<file path="config.mk">
export PLATFORM = sky130hd
export DESIGN_NAME = vbsel_unit
export DESIGN_NICKNAME = d
export VERILOG_FILES = /design/src/rtl/vbsel_pkg.sv /design/src/rtl/vbsel_decode.sv /design/src/rtl/vbsel_lane.sv /design/src/rtl/vbsel_datapath.sv /design/src/rtl/vbsel_unit.sv
export SDC_FILE = /design/constraint.sdc
export NUM_CORES = 1
export LEC_CHECK = 0
export ABC_AREA = 1
export BUFFER_PORTS_ARGS = -buffer_cell sky130_fd_sc_hd__buf_2
export CORE_AREA = 3 3 515 517
export CTS_CLUSTER_DIAMETER = 30
export DETAILED_ROUTE_END_ITERATION = 7
export DIE_AREA = 0 0 518 520
export PLACE_DENSITY = 0.3
export RECOVER_POWER = 25
export SLEW_MARGIN = 30
export SYNTH_ARGS = -nofsm -noshare
export SYNTH_HDL_FRONTEND = slang
export SYNTH_HIERARCHICAL = 1
export SYNTH_SLANG_ARGS = --single-unit
</file>
<file path="constraint.sdc">
create_clock -name clk -period 4 [get_ports clk]
set_input_delay 0.4 -clock clk [delete_from_list [all_inputs] [get_ports clk]]
set_output_delay 0.4 -clock clk [all_outputs]
set_load 0.005 [all_outputs]
</file>
<file path="src/rtl/vbsel_pkg.sv">
package vbsel_pkg;
  localparam int VEC_W   = 256;
  localparam int IDX_W   = 5;
  localparam int LANE_W  = 8;
  localparam int INSTR_W = 32;
  localparam int LANES   = VEC_W / LANE_W;

  localparam int REG_OPC_W = 12;
  localparam int IMM_OPC_W = 14;
  localparam logic [REG_OPC_W-1:0] REG_OPC = 12'b0000_1101_0010;
  localparam logic [IMM_OPC_W-1:0] IMM_OPC = 14'b0111_0111_1100_01;

  typedef enum logic [1:0] {
    OP_NONE = 2'd0,
    OP_REG  = 2'd1,
    OP_IMM  = 2'd2
  } op_kind_e;

  typedef struct packed {
    op_kind_e          kind;
    logic [IDX_W-1:0]  mask_idx;
    logic [IDX_W-1:0]  alt_idx;
    logic [IDX_W-1:0]  src_idx;
    logic [IDX_W-1:0]  dst_idx;
    logic [LANE_W-1:0] imm;
  } dec_t;

  // Per-bit choice: 'one' where sel is 1, 'zero' where sel is 0.
  function automatic logic [LANE_W-1:0] pick_bits(
    input logic [LANE_W-1:0] sel,
    input logic [LANE_W-1:0] one,
    input logic [LANE_W-1:0] zero
  );
    return (one & sel) | (zero & ~sel);
  endfunction
endpackage

</file>
<file path="src/rtl/vbsel_decode.sv">
module vbsel_decode
  import vbsel_pkg::*;
#(
  parameter int IW = INSTR_W
) (
  input  logic [IW-1:0] instr,
  output dec_t          dec
);
  logic hit_reg;
  logic hit_imm;

  assign hit_reg = (instr[IW-1 -: REG_OPC_W] == REG_OPC);
  assign hit_imm = (instr[IW-1 -: IMM_OPC_W] == IMM_OPC);

  always_comb begin
    dec = '0;
    dec.kind = OP_NONE;
    if (hit_reg) begin
      dec.kind     = OP_REG;
      dec.mask_idx = instr[3*IDX_W +: IDX_W];
      dec.alt_idx  = instr[2*IDX_W +: IDX_W];
      dec.src_idx  = instr[IDX_W +: IDX_W];
      dec.dst_idx  = instr[0 +: IDX_W];
    end else if (hit_imm) begin
      dec.kind    = OP_IMM;
      dec.imm     = instr[2*IDX_W +: LANE_W];
      dec.src_idx = instr[IDX_W +: IDX_W];
      dec.dst_idx = instr[0 +: IDX_W];
    end
  end
endmodule

</file>
<file path="src/rtl/vbsel_lane.sv">
module vbsel_lane
  import vbsel_pkg::*;
(
  input  op_kind_e          kind,
  input  logic [LANE_W-1:0] imm,
  input  logic [LANE_W-1:0] mask_b,
  input  logic [LANE_W-1:0] alt_b,
  input  logic [LANE_W-1:0] src_b,
  input  logic [LANE_W-1:0] old_b,
  output logic [LANE_W-1:0] res_b
);
  logic [LANE_W-1:0] reg_res;
  logic [LANE_W-1:0] imm_res;

  assign reg_res = pick_bits(mask_b, alt_b, src_b);
  assign imm_res = pick_bits(old_b, imm, src_b);

  always_comb begin
    unique case (kind)
      OP_REG:  res_b = reg_res;
      OP_IMM:  res_b = imm_res;
      default: res_b = '0;
    endcase
  end
endmodule

</file>
<file path="src/rtl/vbsel_datapath.sv">
module vbsel_datapath
  import vbsel_pkg::*;
#(
  parameter int W = VEC_W
) (
  input  op_kind_e          kind,
  input  logic [LANE_W-1:0] imm,
  input  logic [W-1:0]      mask_v,
  input  logic [W-1:0]      alt_v,
  input  logic [W-1:0]      src_v,
  input  logic [W-1:0]      old_v,
  output logic [W-1:0]      res_v
);
  localparam int NL = W / LANE_W;

  for (genvar g = 0; g < NL; g++) begin : g_lane
    vbsel_lane u_lane (
      .kind   (kind),
      .imm    (imm),
      .mask_b (mask_v[g*LANE_W +: LANE_W]),
      .alt_b  (alt_v[g*LANE_W +: LANE_W]),
      .src_b  (src_v[g*LANE_W +: LANE_W]),
      .old_b  (old_v[g*LANE_W +: LANE_W]),
      .res_b  (res_v[g*LANE_W +: LANE_W])
    );
  end
endmodule

</file>
<file path="src/rtl/vbsel_unit.sv">
module vbsel_unit
  import vbsel_pkg::*;
#(
  parameter int W  = VEC_W,
  parameter int IW = INSTR_W,
  parameter int XW = IDX_W
) (
  input  logic          clk,
  input  logic          rst_n,
  input  logic          instr_valid,
  input  logic [IW-1:0] instr,
  output logic [XW-1:0] mask_idx,
  output logic [XW-1:0] alt_idx,
  output logic [XW-1:0] src_idx,
  output logic [XW-1:0] dst_rd_idx,
  input  logic [W-1:0]  mask_data,
  input  logic [W-1:0]  alt_data,
  input  logic [W-1:0]  src_data,
  input  logic [W-1:0]  dst_old_data,
  output logic          wr_en,
  output logic [XW-1:0] wr_idx,
  output logic [W-1:0]  wr_data
);
  dec_t         dec;
  logic [W-1:0] sel_result;
  logic         fire;
  logic         drop_word;

  vbsel_decode #(.IW(IW)) u_dec (
    .instr (instr),
    .dec   (dec)
  );

  assign mask_idx   = dec.mask_idx;
  assign alt_idx    = dec.alt_idx;
  assign src_idx    = dec.src_idx;
  assign dst_rd_idx = dec.dst_idx;

  vbsel_datapath #(.W(W)) u_dp (
    .kind   (dec.kind),
    .imm    (dec.imm),
    .mask_v (mask_data),
    .alt_v  (alt_data),
    .src_v  (src_data),
    .old_v  (dst_old_data),
    .res_v  (sel_result)
  );

  // Named events for the checks below.
  assign fire      = instr_valid && (dec.kind != OP_NONE);
  assign drop_word = instr_valid && (dec.kind == OP_NONE);

  always_ff @(posedge clk) begin
    if (!rst_n) begin
      wr_en   <= 1'b0;
      wr_idx  <= '0;
      wr_data <= '0;
    end else begin
      wr_en   <= fire;
      wr_idx  <= fire ? dec.dst_idx : '0;
      wr_data <= fire ? sel_result : '0;
    end
  end


  no_write_on_unknown_chk: assert property (@(posedge clk) disable iff (!rst_n)
    drop_word |=> (!wr_en && wr_data == '0));


  idle_quiet_chk: assert property (@(posedge clk) disable iff (!rst_n)
    !instr_valid |=> (!wr_en && wr_idx == '0 && wr_data == '0));


  write_follows_chk: assert property (@(posedge clk) disable iff (!rst_n)
    fire |=> (wr_en && wr_idx == $past(instr[XW-1:0])));


  full_mask_alt_chk: assert property (@(posedge clk) disable iff (!rst_n)
    (instr_valid && instr[IW-1 -: REG_OPC_W] == REG_OPC && (&mask_data))
      |=> wr_data == $past(alt_data));


  empty_mask_src_chk: assert property (@(posedge clk) disable iff (!rst_n)
    (instr_valid && instr[IW-1 -: REG_OPC_W] == REG_OPC && mask_data == '0)
      |=> wr_data == $past(src_data));


  imm_idx_quiet_chk: assert property (@(posedge clk) disable iff (!rst_n)
    (instr[IW-1 -: IMM_OPC_W] == IMM_OPC) |-> (mask_idx == '0 && alt_idx == '0));
endmodule

</file>
### Word level (Yosys, flattened, before mapping)

Cells that the tools add are included.

* flip-flop bits (word level): 262
* bits in latches: 0
* RAM bits: 0
* bits in read-only memories: 0
* input bits: 1059
* output and inout port bits: 282
* memories kept: 0

* add/subtract/negate cells: 0
* multipliers: 0
* divide/modulo/power cells: 0
* magnitude comparators: 0
* equal/unequal tests: 4
* shift operators: 0
* mux-type cells: 38
* bitwise operators: 256
* reduce and logical (&&, ||, !) cells: 3

Operators with widths (count)
* 8-bit AND: 128
* 8-bit inverter: 64
* 8-bit bitwise OR: 64
* 8-bit case mux with 2 select lines: 32
* 10-bit two-way mux: 2
* 18-bit two-way mux: 1
* 14-bit by 13-bit == test with 1-bit output, second input constant: 1
* 12-bit by 8-bit == test with 1-bit output, second input constant: 1
* 8-bit two-way mux: 1
* 2-bit two-way mux: 2
* 2-bit by 1-bit == test with 1-bit output, second input constant: 1
* 2-bit == test, second input constant: 1
* 2-bit AND reduction: 1
* 2-bit nonzero test: 1
* 1-bit logical AND: 1

### Depth between registers and ports, before layout

Gate-level depths: netlist of the first run.

* depth in word-level cells: 6
* gate-level depth with buffers: 14

### By module

The synthesis of the first run kept the hierarchy.

By module, submodules not included
* vbsel_lane: instances 32, cells each 103, area each 441.7 µm², seq. area each 0.0 µm²
* vbsel_unit: instances 1, cells each 843, area each 7867.5 µm², seq. area each 5245.0 µm²
* vbsel_decode: instances 1, cells each 85, area each 365.4 µm², seq. area each 0.0 µm²

### Worst setup path before layout of the first run

OpenSTA, ideal clock, no wires.

* path type: input to register
* from: input instr[21]
* to: register wr_data[0]
* arrival: 2.915 ns
* setup slack: 1.007 ns
* stages on the path: 10
* path buffers: 2
* cell sequence: or2_0 -> nor2_1 -> nand2_2 -> buf_6 -> inv_1 -> ha_1 -> clkbuf_1 -> a21oi_1 -> inv_1 -> nor3_1

RTL lines
* from (decl): RTL line vbsel_unit.sv:11 `input logic [IW-1:0] instr,`
* to (signal assigned): RTL line vbsel_unit.sv:61 `wr_data <= fire ? sel_result : '0;`
* to (decl): RTL line vbsel_unit.sv:22 `output logic [W-1:0] wr_data`

==> flow_metrics.py, run 1 <==
metrics = {
    "floorplan": {
        "core_area_mm2": 0.262,
        "rows": 188,
        "die_w_um": 518,
        "start_util": 0.0855,
        "io_pins": 1341,
        "die_y_um": 520,
        "design.die.area_mm2": 0.269,
    },
    "detailed_routing": {
        "via_per_inst": 3.28,
        "wl_um": 207000,
        "drt_iter0_drc": 1607,
        "ant_nets": 0,
        "drc": 0,
        "wl_per_cell_um": 22.1,
        "vias": 30797,
        "firstDrtPassIters": 6,
    },
    "timing": {
        "finalCritPeriodShare": 0.740,
        "whs_ns": 0.0969,
        "final.min_clock_period_ns": 2.96,
        "drv_slew": 30,
        "hold_viol": 0,
        "finalSetupTns_ns": 0,
        "worstMarginPinSlew_ns": 1.57,
        "slew_headroom": -0.0433,
        "fmax_ghz": 0.338,
        "rsz0062_at_grt": "false",
        "setup_viol": 0,
    },
    "yosys": {
        "syn_nets": 5347,
        "yosys_warnings": 6,
        "synth_cell_types": 18,
        "ys_ff_latch": 262,
        "synth_seq_area_share": 0.235,
        "yosysTopAreaCell": "inv_1",
        "synthesis.area_mm2": 0.0224,
        "synth.avg_cell_area_um2": 5.30,
        "synthTopCellsByArea": "inv_1 (27%), dfxtp_1 (23%), nand2_1 (17%), nand3_1 (11%), a21oi_1 (5.9%)",
        "synth_top_cell_area_share": 0.274,
        "synthCells": 4224,
    },
    "cells_and_area": {
        "fin_nets": 6852,
        "area_delta_synth_final_pct": 73.4,
        "final_cell_mix": "inv_1 (1633), buf_2 (1225), nand2_1 (1035)",
        "drive_above_1_share": 0.259,
        "mostFrequentLayoutCell": "inv_1",
    },
    "grt": {
        "grt_util_all_layers": 0.148,
        "first_global_vias": 31377,
        "grt-ovfl-total": 0,
        "antenna_found_initial": 130,
        "grt_pass1_wl_um": 274000,
        "grt_start_max_net_pins": 75,
    },
    "run_status": {
        "violations": "capacitance limit, slew limit",
        "status": "complete, but fails checks",
    },
    "hold_path": {
        "hold_path.startpoint": "mask_data[170]",
        "min_path_type": "primary input to flip-flop",
        "hold_end": "wr_data[170]$_SDFF_PN0_",
        "hold_depth": 6,
    },
    "flow_run": {
        "maxCapViolCount": 1,
    },
    "placement": {
        "gp_congestion": 0.903,
        "io_buffers": 1340,
        "dp_hpwl_um": 178000,
    },
    "worst_setup_path": {
        "crit_type": "primary input to flip-flop",
        "critPathCaptureType": "flip-flop",
        "cp-start-kind": "primary input",
        "worstPathArrival_ns": 3.59,
        "required_ns": 4.63,
        "cp_max_fo": 11,
    },
    "power_and_ir_drop": {
        "p_comb_frac": 0.104,
        "switching_power_mw": 3.41,
        "intPower_mw": 9.98,
        "sw_frac_of_total": 0.255,
        "clock_power_share": 0.700,
        "total_power_mw": 13.4,
        "pwr-share-seq": 0.196,
        "p_leak_nw": 19.6,
        "powerDensity_mw_per_mm2": 345,
        "max-vdd-ir-drop_uv": 311,
    },
    "clocking": {
        "cts_sinks": 262,
        "cts_buffers": 121,
        "ctsResizeCount": 0,
        "cts_max_path_buffers": 3,
        "cts_tree": "done",
        "cts-root-buf": "clkbuf_16",
        "h-tree-depth": 3,
        "cts.reportedPaths.clkPinSlew_ns": 0.04,
    },
}
==> metal layers <==
metal / vias up / track usage / part of all wire
met4: 94 / 0.0287 / 0.017
met2: 1312 / 0.257 / 0.48
met5: - / 0 / 0.0029
met1: 13943 / 0.171 / 0.41
met3: 315 / 0.0583 / 0.094
li1: 15133 / - / -
==> sequential cells by signal, indices dropped and copies added (netlist names) <==
name / flops
wr_data: 256
wr_idx: 5
wr_en: 1
==> metrics by stage <==
| stage | std cells | utilization | setup slack, ns | instance area, um^2 |
|---|---|---|---|---|
| 2_1_floorplan | 4224 | - | 1.01 | 22400 |
| 3_3_place_gp | 8988 | 0.127 | 0.380 | 33300 |
| 3_5_place_dp | 8990 | 0.127 | 0.527 | 33300 |
| 4_1_cts | 9349 | 0.149 | 1.07 | 38900 |
| 5_1_grt | 9360 | 0.148 | 0.877 | 38700 |
| 6_report | 9380 | 0.148 | 1.04 | 38800 |
==> synth_stat cells <==
library cell and count:
nand3_1 513, a21oi_4 1, buf_2 32, nor3_1 261, buf_1 10, a21oi_1 265, nand2_2 2, or2_0 1
inv_1 1635, clkbuf_1 38, nor2_4 1, ha_1 64, nor2_1 28, buf_4 67, and2_1 1, dfxtp_1 262
buf_6 9, nand2_1 1034
==> layout make-up <==
class / count / area (um^2)
Antenna cell: 31 / 77.6
Timing Repair Buffer: 1538 / 8590
Inverter: 1635 / 6150
Clock inverter: 46 / 546
Fill cell: 31362 / 223000
Multi-Input combinational cell: 2171 / 10100
Sequential cell: 262 / 5250
Clock buffer: 182 / 3680
Tap cell: 3515 / 4400
==> worst max path at each step <==
stage              start                       to  slack [ns]
5_1_grt        instr[21]   wr_data[77]$_SDFF_PN0_        0.88
3_3_place_gp   instr[29]  wr_data[140]$_SDFF_PN0_        0.38
3_5_place_dp   instr[29]   wr_data[73]$_SDFF_PN0_        0.53
4_1_cts        instr[29]  wr_data[225]$_SDFF_PN0_        1.07
2_1_floorplan  instr[21]    wr_data[0]$_SDFF_PN0_        1.01
6_report       instr[21]  wr_data[205]$_SDFF_PN0_        1.04
==> cells by family after synthesis <==
logic type | Yosys count | synth area share
AND/OR/NAND/NOR | 1841 | 0.353
buffers and inverters | 1791 | 0.317
AO/OA/AOI/OAI | 266 | 0.0600
flip-flops | 262 | 0.235
adder cells (fa/ha/maj) | 64 | 0.0358
==> power groups by stage <==
| stage | Sequential [mW] | Clock (mW) | Combinational, mW |
|---|---|---|---|
| CTS | 2.62 | 9.64 | 1.42 |
| finish | 2.62 | 9.37 | 1.40 |
| floorplan | 2.67 | 0 | 0.488 |
| global route | 2.62 | 9.80 | 1.57 |
| global placement | 2.67 | 0 | 1.33 |
| detailed placement | 2.67 | 0 | 1.33 |
==> repair_timing <==
item                                   in CTS  in global routing
hold buffers                              131                  0
setup buffers                               0                  0
endpoints found under the hold margin      89                  0
==> critical path, stage by stage <==
cell           delay, ns
buf_2               0.13
or2_0               0.23
nor2_1              0.12
nand2_1             0.29
buf_4               0.38
nor2_4              0.16
buf_4               0.30
buf_4               0.38
inv_1               0.08
nand2_1             0.07
nand3_1             0.07
a21oi_1             0.13
dlygate4sd3_1       0.56
inv_1               0.04
nor3_1              0.17
Note: power is estimated with default switching activity, not from simulation.
==> run 2: changes to the inputs <==
--- a/config.mk
+++ b/config.mk
@@ -5,12 +5,12 @@
 export SDC_FILE = /design/constraint.sdc
 export NUM_CORES = 1
 export LEC_CHECK = 0
-export ABC_AREA = 1
+export ABC_AREA = 0
 export BUFFER_PORTS_ARGS = -buffer_cell sky130_fd_sc_hd__buf_2
-export CORE_AREA = 3 3 515 517
+export CORE_AREA = 3 3 514 516
 export CTS_CLUSTER_DIAMETER = 30
 export DETAILED_ROUTE_END_ITERATION = 7
-export DIE_AREA = 0 0 518 520
+export DIE_AREA = 0 0 517 519
 export PLACE_DENSITY = 0.3
 export RECOVER_POWER = 25
 export SLEW_MARGIN = 30
==> constraint.sdc (replaced) <==
create_clock -name clk -period 2.7 [get_ports clk]
set_input_delay 0.27 -clock clk [delete_from_list [all_inputs] [get_ports clk]]
set_output_delay 0.27 -clock clk [all_outputs]
set_load 0.005 [all_outputs]
==> run 2 against run 1 <==
- the run now ends clean
- synthesized area shrank 8.3%
- via count shrank 21%
- combinational power increased by 69%
- worst setup slack got worse by 0.96 ns
- critical path depth decreased by 4
- synthesized cell count shrank 59%
- cell count down 25%
- flip-flop and latch count did not move
- clock power is 46% higher
- sequential share of layout area decreased by 0.072 points
- wire length grew 3.7%
- first-iteration DRC count decreased by 14%
- critical endpoint is now wr_data[20]$_SDFF_PN0_
- highest routed layer unchanged
==> flow_metrics.py, run 2 <==
metrics = {
    "detailed_routing": {
        "drt_iter0_drc": 1390,
        "via_per_inst": 3.45,
        "ant_nets": 0,
        "wl_per_cell_um": 30.5,
        "met2WireLength_um": 98700,
        "vias": 24343,
        "drt-met1-wl_um": 80500,
        "top_layer_used": "met5",
        "firstDrtPassIters": 7,
        "wl_um": 215000,
        "wl_met3_um": 27400,
        "drc": 0,
    },
    "cells_and_area": {
        "regMostFlops": "wr_data",
        "area_delta_synth_final_pct": 90.1,
        "fin_nets": 4627,
        "drive_above_1_share": 0.539,
        "mostFrequentLayoutCell": "buf_2",
        "final_cells": 7049,
        "final_cell_mix": "buf_2 (1230), mux2i_1 (510), dlygate4sd3_1 (324)",
        "largest_register_ffs": 256,
        "reg_top3": "wr_data x256, wr_idx x5, wr_en x1",
    },
    "power_and_ir_drop": {
        "powerDensity_mw_per_mm2": 511,
        "p_leak_nw": 19.6,
        "total_power_mw": 19.9,
        "max-vdd-ir-drop_uv": 431,
    },
    "clocking": {
        "cts_sinks": 262,
        "ctsResizeCount": 0,
        "cts_buffers": 116,
        "cts_max_path_buffers": 3,
        "h-tree-depth": 3,
        "cts-hold-fix-buffers": 324,
        "cts.reportedPaths.clkPinSlew_ns": 0.04,
        "cts_tree": "done",
        "cts-root-buf": "clkbuf_16",
        "cts_setup_buffers": 0,
    },
    "grt": {
        "first_global_vias": 25683,
        "grt_start_max_net_pins": 61,
        "grt_pass1_wl_um": 267000,
        "grt-ovfl-total": 0,
        "antenna_found_initial": 211,
        "grt_util_all_layers": 0.152,
    },
    "yosys": {
        "ys.flop_type": "dfxtp_1",
        "synth_top_cell_area_share": 0.256,
        "synth_edf_count": 0,
        "yosysTopAreaCell": "dfxtp_1",
        "synth_seq_area_share": 0.256,
        "synth.avg_cell_area_um2": 11.9,
        "synth_most_common_cell": "mux2i_1",
        "synth-async-reset-ratio": 0,
        "yosys_warnings": 6,
        "synthesis.area_mm2": 0.0205,
        "synth_cell_types": 25,
        "ys_ff_latch": 262,
        "synthTopCellsByArea": "dfxtp_1 (26%), mux2i_1 (25%), o22ai_2 (16%), o2111a_1 (14%), buf_6 (7.1%)",
        "yosys-top-cells-count": "mux2i_1 (512), dfxtp_1 (262), o2111a_1 (261)",
        "synthCells": 1728,
        "syn_nets": 2851,
    },
    "timing": {
        "fmax_ghz": 0.382,
        "whs_ns": 0.0804,
        "hold_viol": 0,
        "slew_headroom": 0.418,
        "worstMarginPinSlew_ns": 0.873,
        "setup_viol": 0,
        "finalSetupTns_ns": 0,
        "drv_slew": 0,
        "setup_ws_ns": 0.0821,
        "rsz0062_at_grt": "false",
        "finalCritPeriodShare": 0.970,
        "final.min_clock_period_ns": 2.62,
    },
    "worst_setup_path": {
        "cp_max_fo": 19,
        "cp_slowest_cell": "dlygate4sd3_1",
        "crit_type": "primary input to flip-flop",
        "cp-start-kind": "primary input",
        "required_ns": 3.34,
        "cp_cell_sequence": "buf_2 > and4bb_1 > nand4_4 > buf_12 > nor2_4 > buf_12 > mux2i_1 > dlygate4sd3_1 > o22ai_2 > dlygate4sd3_1 > o2111a_1",
        "worstPathArrival_ns": 3.26,
        "cp_slowest_stage_delay_ns": 0.58,
        "critPathCaptureType": "flip-flop",
    },
    "floorplan": {
        "start_util": 0.0790,
        "rows": 187,
        "design.die.area_mm2": 0.268,
        "die_y_um": 519,
        "io_pins": 1341,
        "core_area_mm2": 0.260,
        "die_w_um": 517,
    },
    "flow_run": {
        "maxCapViolCount": 0,
    },
    "placement": {
        "dp_hpwl_um": 187000,
        "post-place-ws_ns": -0.101,
        "dp.cells": 6464,
        "io_buffers": 1340,
        "gp_congestion": 0.928,
    },
    "hold_path": {
        "min_path_type": "primary input to flip-flop",
    },
    "run_status": {
        "status": "finished, final reports clean",
    },
}
==> run 2: cell count changes in the layout (fill, tap and decap cells not counted), moves of 259 or more <==
| cell | change |
|---|---|
| nand3_1 | -513 |
| inv_1 | -1567 |
| nand2_1 | -1017 |
| o2111a_1 | +261 |
| nor3_1 | -259 |
| mux2i_1 | +510 |
==> run 2: stage by stage <==
| stage | area (um^2) | utilization |
|---|---|---|
| floorplan | 20500 | - |
| global placement | 31700 | 0.122 |
| detailed placement | 31700 | 0.122 |
| CTS | 39000 | 0.150 |
| global route | 38900 | 0.150 |
| finish | 39000 | 0.150 |
==> run 2: path summary, 6_finish.rpt <==
| path | start | to | slack (ns) | cells after the start |
|---|---|---|---|---|
| min | src_data[92] | wr_data[92]$_SDFF_PN0_ | 0.08 | 4 |
| max | instr[27] | wr_data[20]$_SDFF_PN0_ | 0.08 | 11 |
==> run 2: cell families (layout without fill, tap and decap cells) <==
family                   Yosys count  in the layout  share of synthesized area
AO/OA/AOI/OAI                    528            528                      0.303
adder cells (fa/ha/maj)           64             64                     0.0390
buffers and inverters            252           2129                     0.0986
flip-flops                       262            262                      0.256
multiplexers                     512            512                      0.250
other                              0             42                          0
AND/OR/NAND/NOR                  110            110                     0.0543
==> run 2: area by class of cell <==
type	count	area, um^2
inverters	66	248
multi-input cells	1214	13300
clock inverters	41	572
repair buffers	1844	11700
diodes	42	105
clock buffers	178	3560
well taps	3402	4260
flip-flops and latches	262	5250
fillers	29587	221000
==> run 2: layer usage <==
layer  up-vias  track usage
met3       505       0.0814
met4       156       0.0466
met5         -            0
met2      1486        0.252
met1     11619        0.167
li1      10577            -
==> run 2: critical path, delay by kind of cell <==
family	cells	cell delay, ns
mux	1	0.13
buf+inv	5	1.74
simple gates	3	0.68
compound gates	2	0.26
==> run 2: power by group <==
part / leakage (nW) / switching, mW / total [mW] / internal (mW)
sequential: 2.11 / 0.000000401 / 3.89 / 3.89
combinational: 15.5 / 1.12 / 2.36 / 1.24
clock: 2.04 / 3.84 / 13.7 / 9.84
total: 19.6 / 4.96 / 19.9 / 15.0
==> run 3: changes to the inputs <==
--- a/config.mk
+++ b/config.mk
@@ -9,10 +9,12 @@
 export BUFFER_PORTS_ARGS = -buffer_cell sky130_fd_sc_hd__buf_2
 export CORE_AREA = 3 3 514 516
 export CTS_CLUSTER_DIAMETER = 30
+export CTS_CLUSTER_SIZE = 28
 export DETAILED_ROUTE_END_ITERATION = 7
 export DIE_AREA = 0 0 517 519
 export PLACE_DENSITY = 0.3
 export RECOVER_POWER = 25
+export SETUP_SLACK_MARGIN = 0.15
 export SLEW_MARGIN = 30
 export SYNTH_ARGS = -nofsm -noshare
 export SYNTH_HDL_FRONTEND = slang
==> run 3 against run 2 <==
- critical path depth shrank 1
- die area unchanged
- sequential share of layout area grew 0.48 points
- final area is 3.4% lower
- flip-flop and latch count did not move
- worst setup slack improved by 0.026 ns
- core utilization shrank 0.51 points
- cell count is 1.5% lower
- clock-buffer cell count down 2
- clock power decreased by 8%
- global-route usage is 0.51 points lower
- largest power group unchanged
==> flow_metrics.py, run 3 (same netlist as run 2, synthesis figures left out) <==
metrics = {
    "power_and_ir_drop": {
        "p_leak_nw": 18.9,
        "switching_power_mw": 4.81,
        "max-vdd-ir-drop_uv": 450,
        "total_power_mw": 18.8,
        "powerDensity_mw_per_mm2": 498,
        "sw_frac_of_total": 0.256,
        "clock_power_share": 0.671,
        "pwr-share-seq": 0.207,
        "intPower_mw": 14.0,
        "p_comb_frac": 0.122,
    },
    "timing": {
        "drv_slew": 0,
        "hold_viol": 0,
        "worstMarginPinSlew_ns": 0.713,
        "setup_viol": 0,
        "slew_headroom": 0.511,
        "rsz0062_at_grt": "false",
        "whs_ns": 0.0771,
        "setup_ws_ns": 0.108,
        "final.min_clock_period_ns": 2.59,
        "fmax_ghz": 0.386,
        "finalCritPeriodShare": 0.960,
    },
    "cells_and_area": {
        "area_delta_synth_final_pct": 83.6,
        "final_cell_mix": "buf_2 (1223), mux2i_1 (512), dfxtp_1 (262)",
        "regMostFlops": "wr_data",
        "fin_nets": 4522,
        "largest_register_ffs": 256,
        "nFillCells": 29769,
        "drive_above_1_share": 0.549,
        "mostFrequentLayoutCell": "buf_2",
        "final_cells": 6940,
        "reg_top3": "wr_data x256, wr_idx x5, wr_en x1",
        "utilization": 0.145,
    },
    "worst_setup_path": {
        "cp-start-kind": "primary input",
        "worstPathArrival_ns": 3.25,
        "critPathCaptureType": "flip-flop",
        "crit_type": "primary input to flip-flop",
        "cp_max_fo": 32,
        "required_ns": 3.36,
    },
    "grt": {
        "first_global_vias": 25103,
        "grt-ovfl-total": 0,
        "grt_pass1_wl_um": 258000,
        "antenna_found_initial": 178,
        "grt_util_all_layers": 0.147,
        "grt_start_max_net_pins": 75,
    },
    "placement": {
        "gp_congestion": 0.882,
        "dp_hpwl_um": 181000,
        "dp.cells": 6456,
        "io_buffers": 1340,
        "post-place-ws_ns": -0.267,
    },
    "detailed_routing": {
        "wl_per_cell_um": 29.9,
        "vias": 23429,
        "ant_nets": 0,
        "wl_um": 207000,
        "firstDrtPassIters": 5,
        "drt_iter0_drc": 1375,
        "drc": 0,
        "via_per_inst": 3.38,
    },
    "floorplan": {
        "io_pins": 1341,
        "die_w_um": 517,
        "core_area_mm2": 0.260,
        "die_y_um": 519,
        "rows": 187,
        "start_util": 0.0790,
        "design.die.area_mm2": 0.268,
    },
    "clocking": {
        "cts_max_path_buffers": 3,
        "cts_sinks": 262,
        "cts_tree": "done",
        "cts_buffers": 112,
        "cts.reportedPaths.clkPinSlew_ns": 0.04,
        "cts-root-buf": "clkbuf_16",
        "h-tree-depth": 3,
    },
    "flow_run": {
        "maxCapViolCount": 0,
    },
    "hold_path": {
        "min_path_type": "primary input to flip-flop",
    },
    "run_status": {
        "status": "finished, final reports clean",
    },
}
-- run 3: cell types whose count changed in the layout (fill, tap and decap cells not counted), moves of 2 or more --
cell           delta
clkbuf_1          +8
clkinvlp_4        -2
bufinv_16         -7
buf_4             -2
mux2i_1           +2
mux2i_2           -2
buf_12            -2
dlygate4sd3_1    -95
clkinv_2          +3
buf_2             -7
clkbuf_16         -4
-- run 3: final timing paths --
path | cells after the start | slack, ns | from | to
setup / recovery | 10 | 0.11 | instr[31] | wr_data[105]$_SDFF_PN0_
hold / removal | 4 | 0.08 | mask_data[31] | wr_data[31]$_SDFF_PN0_
-- run 3: layout make-up --
class	count	area (um^2)	share of cell area
well taps	3402	4260	0.113
flip-flops and latches	262	5250	0.139
repair buffers	1743	10700	0.283
inverters	66	248	0.00658
diodes	42	105	0.00279
clock inverters	35	362	0.00960
clock buffers	176	3460	0.0918
multi-input cells	1214	13300	0.354
-- run 3: critical path: stages --
cell           delay [ns]
buf_2                0.10
nand4bb_2            0.42
nor2_1               0.40
buf_12               0.25
buf_4                0.21
ha_1                 0.24
nand2b_4             0.23
o22ai_2              0.19
dlygate4sd3_1        0.58
o2111a_1             0.19
-- run 3: repair_timing --
item / in CTS / in global routing
hold buffers: 229 / 0
gates resized for setup: 0 / 3
buffers inserted: 0 / 2
hold endpoints to repair: 145 / 0
endpoints found under the setup margin: 0 / 24
-- run 3: layer usage --
metal / GRT usage / part of all wire / routed length [um]
met3: 0.0752 / 0.12 / 25000
met5: 0 / 0.0046 / 959
met2: 0.248 / 0.47 / 97100
met1: 0.159 / 0.37 / 77500
met4: 0.0466 / 0.033 / 6840
-- run 3: through the flow --
step / area (um^2) / TNS (ns)
6_report: 37700 / 0
5_1_grt: 37600 / 0
4_1_cts: 37700 / 0
3_5_place_dp: 31600 / -6.49
3_3_place_gp: 31600 / -12.24
2_1_floorplan: 20500 / -4.43
-- run 3: power by group through the flow --
stage | Clock [mW] | Sequential, mW | Combinational (mW)
5_1_grt | 13.2 | 3.88 | 2.42
3_3_place_gp | 0 | 3.95 | 2.06
4_1_cts | 13.0 | 3.89 | 2.31
6_report | 12.6 | 3.89 | 2.28
2_1_floorplan | 0 | 3.95 | 0.711
3_5_place_dp | 0 | 3.95 | 2.04
